<file path="src/rtl/cla_pkg.sv">
package cla_pkg;

    // Bits handled by one flat lookahead network.
    localparam int CLA_GROUP_BITS = 4;

    // Number of lookahead groups needed to cover a word.
    function automatic int cla_group_count(input int width);
        return (width + CLA_GROUP_BITS - 1) / CLA_GROUP_BITS;
    endfunction

endpackage

</file>
<file path="src/rtl/cla_gp_bits.sv">
// Per-bit generate and propagate terms.
module cla_gp_bits #(
    parameter int WIDTH = 16
) (
    input  logic [WIDTH-1:0] opa,
    input  logic [WIDTH-1:0] opb,
    output logic [WIDTH-1:0] gen,
    output logic [WIDTH-1:0] prop
);

    for (genvar i = 0; i < WIDTH; i++) begin : g_bit
        // A carry is produced here whatever arrives from below.
        assign gen[i]  = opa[i] & opb[i];
        // An incoming carry is passed upward.
        assign prop[i] = opa[i] | opb[i];
    end

endmodule

</file>
<file path="src/rtl/cla_lookahead4.sv">
// Flat two-level carry network for one four-bit group.
// cout[k] is the carry leaving bit k of the group.
module cla_lookahead4 (
    input  logic [3:0] gen,
    input  logic [3:0] prop,
    input  logic       cin,
    output logic [3:0] cout
);

    always_comb begin
        cout[0] = gen[0]
                | (cin & prop[0]);

        cout[1] = gen[1]
                | (gen[0] & prop[1])
                | (cin & prop[0] & prop[1]);

        cout[2] = gen[2]
                | (gen[1] & prop[2])
                | (gen[0] & prop[1] & prop[2])
                | (cin & prop[0] & prop[1] & prop[2]);

        cout[3] = gen[3]
                | (gen[2] & prop[3])
                | (gen[1] & prop[2] & prop[3])
                | (gen[0] & prop[1] & prop[2] & prop[3])
                | (cin & prop[0] & prop[1] & prop[2] & prop[3]);
    end

endmodule

</file>
<file path="src/rtl/cla_sum_bits.sv">
// Sum bits from operand bits and the carry entering each position.
module cla_sum_bits #(
    parameter int WIDTH = 16
) (
    input  logic [WIDTH-1:0] opa,
    input  logic [WIDTH-1:0] opb,
    input  logic [WIDTH-1:0] cin_bits,
    output logic [WIDTH-1:0] sum
);

    for (genvar i = 0; i < WIDTH; i++) begin : g_sum
        assign sum[i] = opa[i] ^ opb[i] ^ cin_bits[i];
    end

endmodule

</file>
<file path="src/rtl/cla_addsub.sv">
// Carry-lookahead adder-subtractor built from chained four-bit groups.
module cla_addsub
    import cla_pkg::*;
#(
    parameter int WIDTH = 16
) (
    input  logic [WIDTH-1:0] op_a,
    input  logic [WIDTH-1:0] op_b,
    input  logic             sub_mode,
    input  logic             carry_in,
    output logic [WIDTH-1:0] sum,
    output logic             carry_out,
    output logic             overflow
);

    localparam int NUM_GROUPS = cla_group_count(WIDTH);

    logic [WIDTH-1:0] b_eff;
    logic [WIDTH-1:0] gen;
    logic [WIDTH-1:0] prop;
    // carry[i] enters bit i; carry[WIDTH] leaves the top bit.
    logic [WIDTH:0]   carry;

    // Subtraction adds the inverted subtrahend plus one.
    assign b_eff    = op_b ^ {WIDTH{sub_mode}};
    assign carry[0] = sub_mode | carry_in;

    cla_gp_bits #(
        .WIDTH (WIDTH)
    ) u_gp (
        .opa  (op_a),
        .opb  (b_eff),
        .gen  (gen),
        .prop (prop)
    );

    for (genvar k = 0; k < NUM_GROUPS; k++) begin : g_grp
        localparam int LO = k * CLA_GROUP_BITS;

        cla_lookahead4 u_la (
            .gen  (gen[LO +: CLA_GROUP_BITS]),
            .prop (prop[LO +: CLA_GROUP_BITS]),
            .cin  (carry[LO]),
            .cout (carry[LO + 1 +: CLA_GROUP_BITS])
        );
    end

    cla_sum_bits #(
        .WIDTH (WIDTH)
    ) u_sum (
        .opa      (op_a),
        .opb      (b_eff),
        .cin_bits (carry[WIDTH-1:0]),
        .sum      (sum)
    );

    assign carry_out = carry[WIDTH];
    // Signed overflow: the carries into and out of the sign bit disagree.
    assign overflow  = carry[WIDTH] ^ carry[WIDTH-1];

endmodule

</file>
<file path="config.mk">
export PLATFORM = sky130hd
export DESIGN_NAME = cla_addsub
export DESIGN_NICKNAME = d
export VERILOG_FILES = /design/src/rtl/cla_pkg.sv /design/src/rtl/cla_gp_bits.sv /design/src/rtl/cla_lookahead4.sv /design/src/rtl/cla_sum_bits.sv /design/src/rtl/cla_addsub.sv
export SDC_FILE = /design/constraint.sdc
export NUM_CORES = 1
export LEC_CHECK = 0
export BUFFER_PORTS_ARGS = -buffer_cell sky130_fd_sc_hd__buf_4
export CORE_AREA = 3 3 54 56
export DETAILED_ROUTE_END_ITERATION = 8
export DIE_AREA = 0 0 57 59
export PLACE_DENSITY = 0.85
export SLEW_MARGIN = 20
export SYNTH_ARGS = -nofsm -noshare
export SYNTH_HDL_FRONTEND = slang
export SYNTH_SLANG_ARGS = --single-unit
export TNS_END_PERCENT = 10
</file>
<file path="constraint.sdc">
create_clock -name vclk -period 6.1
set_clock_uncertainty 0.15 [all_clocks]
set_input_delay 1.22 -clock vclk [all_inputs]
set_output_delay 1.22 -clock vclk [all_outputs]
set_load 0.05 [all_outputs]
</file>
# Word-level counts from Yosys, hierarchy flattened

Index checks and enable logic that the tools add are counted.

Register bits after elaboration: 0
Input bits: 34
Output and inout bits: 18
Word-level logic and storage cells: 147

Bitwise logic cells: 147

Operators by type and width:

| operator         | number |
|---|---|
| $or A1 B1 Y1     | 57 |
| $and A1 B1 Y1    | 56 |
| $xor A1 B1 Y1    | 33 |
| $xor A16 B16 Y16 | 1 |

# Logic depth before layout (Yosys ltp)

Gate-level depths: netlist of run 1.

Word-level depth: 23
Gate-level depth with buffers: 12
Depth with buffers taken out: 10

# Hierarchy

A second synthesis of run 1 with hierarchy kept.

Cells, all modules: 88
Area, all modules: 942.2 µm²

Modules (own cells, without submodules):

| module         | instances | cells an instance | area each (µm²) | seq. area each (µm²) |
|---|---|---|---|---|
| cla_sum_bits   | 1         | 16                | 380.4           | 0.0 |
| cla_gp_bits    | 1         | 32                | 220.2           | 0.0 |
| cla_addsub     | 1         | 20                | 186.4           | 0.0 |
| cla_lookahead4 | 4         | 5                 | 38.8            | 0.0 |

# Least setup slack after synthesis of run 1

Ideal clock, no wire load.

Path type: input -> output
Start: input port sub_mode
End: output port sum[10]
Arrival: 4.881 ns
Required time: 4.730 ns
Setup slack: -0.151 ns
Stages on the path: 10
Path buffers: 2
Path through: buf_6 -> buf_1 -> xor2_1 -> inv_1 -> ha_1 -> nor4_1 -> a21oi_1 -> o21a_1 -> a21o_1 -> o311ai_0

Cells in the longest elaborated chain, start to end: 16
Elaborated cells between the ends (all ways): 57
Those cells by class: bitwise (57)

RTL lines:

| what                                          | line                                       | text |
|---|---|---|
| start: declaration                            | cla_addsub.sv:9                            | `input logic sub_mode,` |
| $xor A16 B16 Y16                              | cla_addsub.sv:25                           | `assign b_eff = op_b ^ {WIDTH{sub_mode}};` |
| $and A1 B1 Y1 or $or A1 B1 Y1 (tied branches) | cla_gp_bits.sv:13, cla_gp_bits.sv:15       |  |
| $and A1 B1 Y1, on equally long branches       | n/a                                        |  |
| $or A1 B1 Y1 (tied with other cells)          | cla_lookahead4.sv:24                       | `\| (gen[2] & prop[3])` |
| $or A1 B1 Y1 (tied with other cells)          | cla_lookahead4.sv:25                       | `\| (gen[1] & prop[2] & prop[3])` |
| $or A1 B1 Y1 or $and A1 B1 Y1 (tied branches) | cla_lookahead4.sv:26, cla_lookahead4.sv:27 |  |
| $or A1 B1 Y1                                  | cla_lookahead4.sv:27                       | `\| (cin & prop[0] & prop[1] & prop[2] & prop[3]);` |
| $and A1 B1 Y1 (4 in a row)                    | cla_lookahead4.sv:27                       |  |
| $or A1 B1 Y1                                  | cla_lookahead4.sv:27                       |  |
| $and A1 B1 Y1 (2 in a row)                    | cla_lookahead4.sv:16                       | `\| (cin & prop[0] & prop[1]);` |
| $or A1 B1 Y1                                  | cla_lookahead4.sv:16                       |  |
| $xor A1 B1 Y1 (*)                             | cla_sum_bits.sv:12                         | `assign sum[i] = opa[i] ^ opb[i] ^ cin_bits[i];` |
| end: declaration                              | cla_addsub.sv:11                           | `output logic [WIDTH-1:0] sum,` |

Mark *: on every way between the ends. The rest lies on a longest branch, timed or not.

# Worst setup path in the final report of run 1

Start: input port sub_mode
End: output port sum[13]

Cells in the longest elaborated chain, start to end: 20
Elaborated cells between the ends (all ways): 74
Those cells by class: bitwise (74)

RTL lines:

| what                                          | line                                       | text |
|---|---|---|
| $xor A16 B16 Y16                              | cla_addsub.sv:25                           |  |
| $and A1 B1 Y1 or $or A1 B1 Y1 (tied branches) | cla_gp_bits.sv:13, cla_gp_bits.sv:15       |  |
| $and A1 B1 Y1, on equally long branches       | n/a                                        |  |
| $or A1 B1 Y1 (tied with other cells)          | cla_lookahead4.sv:24                       |  |
| $or A1 B1 Y1 (tied with other cells)          | cla_lookahead4.sv:25                       |  |
| $or A1 B1 Y1 or $and A1 B1 Y1 (tied branches) | cla_lookahead4.sv:26, cla_lookahead4.sv:27 |  |
| $or A1 B1 Y1                                  | cla_lookahead4.sv:27                       |  |
| $and A1 B1 Y1 (4 in a row)                    | cla_lookahead4.sv:27                       |  |
| $or A1 B1 Y1                                  | cla_lookahead4.sv:27                       |  |
| $and A1 B1 Y1 (4 in a row)                    | cla_lookahead4.sv:27                       |  |
| $or A1 B1 Y1                                  | cla_lookahead4.sv:27                       |  |
| $and A1 B1 Y1                                 | cla_lookahead4.sv:12                       | `\| (cin & prop[0]);` |
| $or A1 B1 Y1                                  | cla_lookahead4.sv:12                       |  |
| $xor A1 B1 Y1 (*)                             | cla_sum_bits.sv:12                         |  |

Marks and branches as above.

==> key figures, run 1 <==
Detailed routing
  • Drt first-iter violations: 16
  • Wire length reported by the detailed router: 2.377 mm
  • DRC violations left: 0
  • Overall via count from detail_route: roughly 1100
  • Average wire length per cell after detail routing: ~10 um
  • Post-route antenna net violation count: 0
  • Vias per inst: 4.664
  • TritonRoute pass-1 iters: 4

STA
  • Total Negative Setup Slacks: 0 ns
  • Maximum operating frequency: about 0.19 GHz
  • Final hold violation count: 0
  • Worst path setup slack after routing: 0.9498 ns
  • Unrepaired setup endpoints after global routing: false
  • Final number of max-transition violations: 0
  • Transition time of the tightest slew-check pin: between 0.3 and 0.4 ns
  • Worst rel slew slack: ~73%
  • Fin crit share: around 84%
  • Final setup violating endpoints: 0
  • Final critical path time including I/O delays and setup: slightly above 5 ns

Yosys
  • Most frequent cell after synthesis: sky130_fd_sc_hd__inv_1
  • Yosys warning count: 0
  • Synthesized area per cell: slightly below 8 um^2
  • Distinct cell type count after synthesis: 33
  • Post-synthesis instance area: around 0.0012 mm^2
  • Top cells by instance count after synthesis: sky130_fd_sc_hd__inv_1 (43), sky130_fd_sc_hd__ha_1 (32), sky130_fd_sc_hd__xor2_1 (18), sky130_fd_sc_hd__xnor2_1 (9), sky130_fd_sc_hd__nor2_1 (7)
  • Post-synthesis net count: 228
  • Post-synthesis instance total: 158
  • Biggest area consumer among synthesized cells: sky130_fd_sc_hd__ha_1
  • Yosys top cell area share: between 30% and 40%
  • Sequential cell area fraction in the yosys report: 0%
  • Leading post-synthesis cells by cell area: sky130_fd_sc_hd__ha_1 (33%), sky130_fd_sc_hd__inv_1 (13%), sky130_fd_sc_hd__xor2_1 (13%)

Status
  • Run status: finished, final reports clean

Worst setup path
  • Largest fanout of any net on the critical path: 18
  • Crit path kind: primary input to primary output
  • Data required, critical path: between 4 and 5 ns
  • Worst Setup End Kind: primary output
  • Critical path launch point type: primary input
  • Arrival time at the worst endpoint: 3.78 ns

Floorplan
  • Initial Util: between 40% and 50%
  • Area inside the core boundary: 0.002477 mm^2
  • Area of the die: roughly 0.0034 mm^2
  • Height of the chip: 59 um
  • Ports placed on the boundary: 52
  • Placement row count: 18
  • Die boundary width: ~57 um

Global routing
  • Number of global-route vias before repair: 1068
  • Aggregate global routing overflow: 0
  • Antenna violations before repair: 0
  • First-pass GRT wire length: ~4.2 mm
  • Overall global routing resource usage: 14.53%
  • Maximum number of pins on one net before global-route repair: 19

Finish
  • Count of sequential standard cells: 0
  • Final-layout fill cell count: roughly 220
  • Final Core Density: around 66%
  • Register area: 0 um^2
  • Share of post-route cells with drive strength above 1: between 20 and 30%
  • Number of nets in the layout: between 200 and 300
  • Number of diodes: 0
  • Area growth, synth to finish: 33.60%
  • Layout clock buffer count: 0

CTS
  • Resize count post-CTS: 0
  • Post-CTS Setup Repair Bufs: 0
  • Number of buffers added to fix hold violations after cts: 0

Pwr
  • Power density normalized to cell area: ~200 mW/mm^2
  • Post-layout total power: 0.0003350 W
  • Maximum resistive drop on vdd: about 0.14 mV
  • Standby leakage power: around 0.96 nW

Job
  • Count of max-cap constraint violations: 0

Place
  • Routability congestion estimate: around 0.82
  • Total of buffers placed on input and output ports: 52
  • HPWL Detailed: about 2.2 mm
  • Worst slack at placement: between 0.9 and 1 ns

Hold path
  • Hold crit path type: primary input to primary output
==> per-layer routing <==
layer	vias to the layer above	part of all wire [%]	GRT usage, %
met2	34	49	27.57
met3	0	8.2	1.525
li1	595	-	-
met1	481	43	18.87
met5	-	0	0
met4	0	0	0
==> cell usage in the layout (no fill, tap or decap) <==
| cell | synthesis | routed |
|---|---|---|
| sky130_fd_sc_hd__nor2b_1 | 3 | 3 |
| sky130_fd_sc_hd__o311ai_1 | 0 | 1 |
| sky130_fd_sc_hd__nand4_2 | 1 | 1 |
| sky130_fd_sc_hd__or2_1 | 1 | 1 |
| sky130_fd_sc_hd__nor4_1 | 1 | 1 |
| sky130_fd_sc_hd__xor2_1 | 18 | 18 |
| sky130_fd_sc_hd__a21oi_2 | 1 | 1 |
| sky130_fd_sc_hd__nor3b_1 | 4 | 4 |
| sky130_fd_sc_hd__xnor2_1 | 9 | 9 |
| sky130_fd_sc_hd__nand3_1 | 1 | 1 |
| sky130_fd_sc_hd__or4_4 | 1 | 1 |
| sky130_fd_sc_hd__a221oi_2 | 1 | 1 |
| sky130_fd_sc_hd__o41ai_1 | 1 | 1 |
| sky130_fd_sc_hd__o21ba_1 | 1 | 1 |
| sky130_fd_sc_hd__nand2b_1 | 2 | 2 |
| sky130_fd_sc_hd__fa_1 | 4 | 4 |
| sky130_fd_sc_hd__nor3_1 | 3 | 3 |
| sky130_fd_sc_hd__nand2_1 | 2 | 2 |
| sky130_fd_sc_hd__a21oi_1 | 4 | 4 |
| sky130_fd_sc_hd__o21ai_0 | 1 | 1 |
| sky130_fd_sc_hd__o22ai_1 | 1 | 1 |
| sky130_fd_sc_hd__o21bai_1 | 4 | 4 |
| sky130_fd_sc_hd__buf_4 | 0 | 52 |
| sky130_fd_sc_hd__o21a_1 | 1 | 1 |
| sky130_fd_sc_hd__a31oi_1 | 2 | 2 |
| sky130_fd_sc_hd__a21o_1 | 3 | 3 |
| sky130_fd_sc_hd__nor2_1 | 7 | 7 |
| sky130_fd_sc_hd__ha_1 | 32 | 32 |
| sky130_fd_sc_hd__a21boi_0 | 1 | 1 |
| sky130_fd_sc_hd__a221o_1 | 1 | 1 |
| sky130_fd_sc_hd__inv_1 | 43 | 43 |
| sky130_fd_sc_hd__a2111o_1 | 1 | 1 |
==> worst max-delay path, cell delays in order <==
cell,delay (ns)
sky130_fd_sc_hd__buf_4,0.26
sky130_fd_sc_hd__xor2_1,0.23
sky130_fd_sc_hd__inv_1,0.06
sky130_fd_sc_hd__ha_1,0.22
sky130_fd_sc_hd__nor4_1,0.40
sky130_fd_sc_hd__a21oi_1,0.12
sky130_fd_sc_hd__o21a_1,0.15
sky130_fd_sc_hd__a21oi_2,0.26
sky130_fd_sc_hd__nor2_1,0.10
sky130_fd_sc_hd__fa_1,0.38
sky130_fd_sc_hd__xnor2_1,0.15
sky130_fd_sc_hd__buf_4,0.22
==> report_power, final <==
group	total, W	internal, W	switching (W)
Sequential	0	0	0
Clock	0	0	0
Combinational	0.000335	0.000118	0.000217
Total	0.000335	0.000118	0.000217
==> cells by family after synthesis <==
| kind of cell | Yosys count | share of synthesized area, % |
|---|---|---|
| xor+xnor | 27 | 19.25 |
| compound gates | 24 | 14.97 |
| buf+inv | 45 | 14.36 |
| fa+ha+maj | 36 | 39.10 |
| simple gates | 26 | 12.32 |
==> final cells by class <==
type | instances | area (um^2) | area share [%]
well taps | 30 | 37.54 | 2.287
inverters | 43 | 161.4 | 9.832
repair buffers | 52 | 390.4 | 23.78
multi-input cells | 113 | 1052 | 64.10
==> final timing paths <==
path / startpoint / end / slack, ns / depth (start not counted)
worst max-delay path: sub_mode / sum[13] / 0.95 / 12
worst min-delay path: op_a[1] / sum[1] / 2.83 / 5
==> metrics by stage <==
stage	area, um^2	hold WS (ns)	cells
3_3_place_gp	1642	2.826	238
6_report	1642	2.830	238
4_1_cts	1642	2.835	238
2_1_floorplan	1229	2.718	158
5_1_grt	1642	2.862	238
3_5_place_dp	1642	2.832	238
No activity file was read; power rests on OpenSTA's default activity.
==> run 2: changes to the inputs <==
==> constraint.sdc (replaced) <==
create_clock -name vclk -period 5.35
set_clock_uncertainty 0.15 [all_clocks]
set_input_delay 1.07 -clock vclk [all_inputs]
set_output_delay 1.07 -clock vclk [all_outputs]
set_load 0.05 [all_outputs]
==> run 2 against run 1 <==
  * Critical path depth stayed put
  * Routed wire length up 4.3%
  * Combinational power up 16%
  * Global-route usage is 0.27 points higher
  * Final cell count is the same
  * Total power is 15% higher
  * Clock-buffer cell count stayed put
  * Setup slack worse by 0.49 ns
  * Critical path type unchanged
  * Largest cell class unchanged
==> key figures, run 2 (synthesis results as in run 1) <==
Hold path
  • Hold Path Origin: op_a[2] (was op_a[1])
  • Hold crit path type: primary input to primary output (unchanged)
  • Number of cells traversed by the worst hold path: 5 (unchanged)

CTS
  • Post-CTS Setup Repair Bufs: 0 (unchanged)
  • Resize count post-CTS: 0 (unchanged)
  • Number of buffers added to fix hold violations after cts: 0 (unchanged)

Worst setup path
  • Worst Setup End Kind: primary output (unchanged)
  • Cell with the largest stage delay on the worst path: sky130_fd_sc_hd__nor4_1 (unchanged)
  • Arrival time at the worst endpoint: 3.67 ns (was 3.78 ns)
  • Data required, critical path: 4.13 ns (was 4.73 ns)
  • Critical path launch point type: primary input (unchanged)
  • Largest stage delay on the critical path: 0.43 ns (was 0.40 ns)
  • Crit path kind: primary input to primary output (unchanged)
  • Buffers plus inverters on the worst setup path: 3 (unchanged)
  • Cell family with most CP delay: adder cells (unchanged)
  • Cells along the critical path: buf_4 > xor2_1 > inv_1 > ha_1 > nor4_1 > a21oi_1 > o21a_1 > a21oi_2 > nor2_1 > fa_1 > xnor2_2 > buf_4 (was buf_4 > xor2_1 > inv_1 > ha_1 > nor4_1 > a21oi_1 > o21a_1 > a21oi_2 > nor2_1 > fa_1 > xnor2_1 > buf_4)
  • CP Launch Point: sub_mode (unchanged)
  • Number of cells on the critical path: 12 (unchanged)
  • Most common cell type on the critical path: sky130_fd_sc_hd__buf_4 (unchanged)
  • Largest fanout of any net on the critical path: 18 (unchanged)

Detailed routing
  • DRC violations left: 0 (unchanged)
  • Vias per inst: 4.849 (was 4.664)
  • Average wire length per cell after detail routing: 10.42 um (was 9.987 um)
  • Overall via count from detail_route: 1154 (was 1110)
  • TritonRoute pass-1 iters: 4 (unchanged)
  • Post-route antenna net violation count: 0 (unchanged)
  • Drt first-iter violations: 25 (was 16)
  • Wire length reported by the detailed router: 2.480 mm (was 2.377 mm)

Pwr
  • Part of the total power dissipated in sequential elements: 0% (about the same)
  • Net switching share of the total power: 64.62% (was 64.86%)
  • Fraction of power consumed by combinational cells: 100.0% (about the same)
  • P_int: 0.0001368 W (was 0.0001177 W)
  • Part of the total power dissipated in the clock network: 0% (about the same)
  • Total net switching power: 0.0002499 W (was 0.0002173 W)
  • Standby leakage power: 0.9705 nW (was 0.9650 nW)
  • Maximum resistive drop on vdd: 0.1792 mV (was 0.1359 mV)
  • Power density normalized to cell area: 234.5 mW/mm^2 (was 204.1 mW/mm^2)

STA
  • Final number of max-transition violations: 0 (unchanged)
  • Worst path setup slack after routing: 0.4580 ns (was 0.9498 ns)
  • Hold_ws: 2.533 ns (was 2.830 ns)
  • Final setup violating endpoints: 0 (unchanged)
  • Maximum operating frequency: slightly above 0.2 GHz
  • Transition time of the tightest slew-check pin: 0.4269 ns (was 0.3934 ns)
  • Worst rel slew slack: 71.28% (was 73.43%)
  • Final hold violation count: 0 (unchanged)
  • Unrepaired setup endpoints after global routing: false (unchanged)
  • Final critical path time including I/O delays and setup: slightly below 5 ns
  • Fin crit share: roughly 91%

Floorplan
  • Area inside the core boundary: 0.002477 mm^2 (unchanged)
  • Area of the die: 0.003363 mm^2 (unchanged)
  • Placement row count: 18 (unchanged)
  • Initial Util: 49.60% (unchanged)
  • Height of the chip: 59 um (unchanged)
  • Ports placed on the boundary: 52 (unchanged)
  • Die boundary width: 57 um (unchanged)

Global routing
  • Number of global-route vias before repair: 1044 (was 1068)
  • Maximum number of pins on one net before global-route repair: 19 (unchanged)
  • Aggregate global routing overflow: 0 (unchanged)
  • Overall global routing resource usage: 14.81% (was 14.53%)
  • Antenna violations before repair: 0 (unchanged)
  • First-pass GRT wire length: 4.209 mm (was 4.195 mm)

Finish
  • Final Core Density: 66.57% (was 66.26%)
  • Leading cell types in the layout, fill and taps excluded: sky130_fd_sc_hd__buf_4 (52), sky130_fd_sc_hd__inv_1 (43), sky130_fd_sc_hd__ha_1 (32) (unchanged)
  • Share of post-route cells with drive strength above 1: 27.40% (was 26.92%)
  • Count of sequential standard cells: 0 (unchanged)
  • Number of diodes: 0 (unchanged)
  • Post-Layout Inst Area: 0.001649 mm^2 (was 0.001642 mm^2)
  • Area of combinational cells with multiple inputs: 0.001060 mm^2 (was 0.001052 mm^2)
  • Final-layout fill cell count: 214 (was 219)
  • Area growth, synth to finish: 34.22% (was 33.60%)
  • Layout clock buffer count: 0 (unchanged)
  • Register area: 0 um^2 (unchanged)
  • Non-Filler Instances: 238 (unchanged)
  • Number of nets in the layout: 280 (unchanged)
  • Leading cell type in the layout, fill and taps excluded: sky130_fd_sc_hd__buf_4 (unchanged)

Place
  • Placed cell areas: 0.001649 mm^2 (was 0.001642 mm^2)
  • Placed instance count: 238 (unchanged)
  • Worst slack at placement: 0.4638 ns (was 0.9186 ns)
  • HPWL Detailed: 2.266 mm (was 2.201 mm)
  • Routability congestion estimate: 0.7636 (was 0.8230)
  • Total of buffers placed on input and output ports: 52 (unchanged)

Job
  • Count of max-cap constraint violations: 0 (unchanged)

Status
  • Run status: finished, final reports clean (unchanged)
## run 2: cell count changes in the layout (fill, tap and decap cells not counted)
cell                      previous run  this run
sky130_fd_sc_hd__xnor2_1             9         8
sky130_fd_sc_hd__xnor2_2             0         1
## run 2: layout make-up
type / count / share of cell area, %
Timing Repair Buffer: 52 / 23.67
Inverter: 43 / 9.788
Multi-Input combinational cell: 113 / 64.26
Tap cell: 30 / 2.276
## run 2: path summary, 6_finish.rpt
path              endpoint  slack (ns)
setup / recovery   sum[13]        0.46
hold / removal      sum[2]        2.53
## run 2: power by group through the flow
stage	sequential, W	combinational [W]	clock (W)
2_1_floorplan	0	0.000280	0
3_3_place_gp	0	0.000384	0
3_5_place_dp	0	0.000389	0
4_1_cts	0	0.000391	0
5_1_grt	0	0.000416	0
6_report	0	0.000387	0
## run 2: stage by stage
step | setup TNS, ns | total power, W
final | 0 | 0.0003867
after global placement | 0 | 0.0003844
after detailed placement | 0 | 0.0003891
after CTS | 0 | 0.0003910
after global routing | 0 | 0.0004157
after floorplan | -0.004616 | 0.0002804
## run 2: metal layers
| layer | up-vias | GRT usage, % | part of all wire [%] |
|---|---|---|---|
| li1 | 595 | - | - |
| met1 | 512 | 17.94 | 41 |
| met2 | 47 | 29.69 | 51 |
| met3 | 0 | 1.525 | 8.5 |
| met4 | 0 | 0 | 0 |
| met5 | - | 0 | 0 |
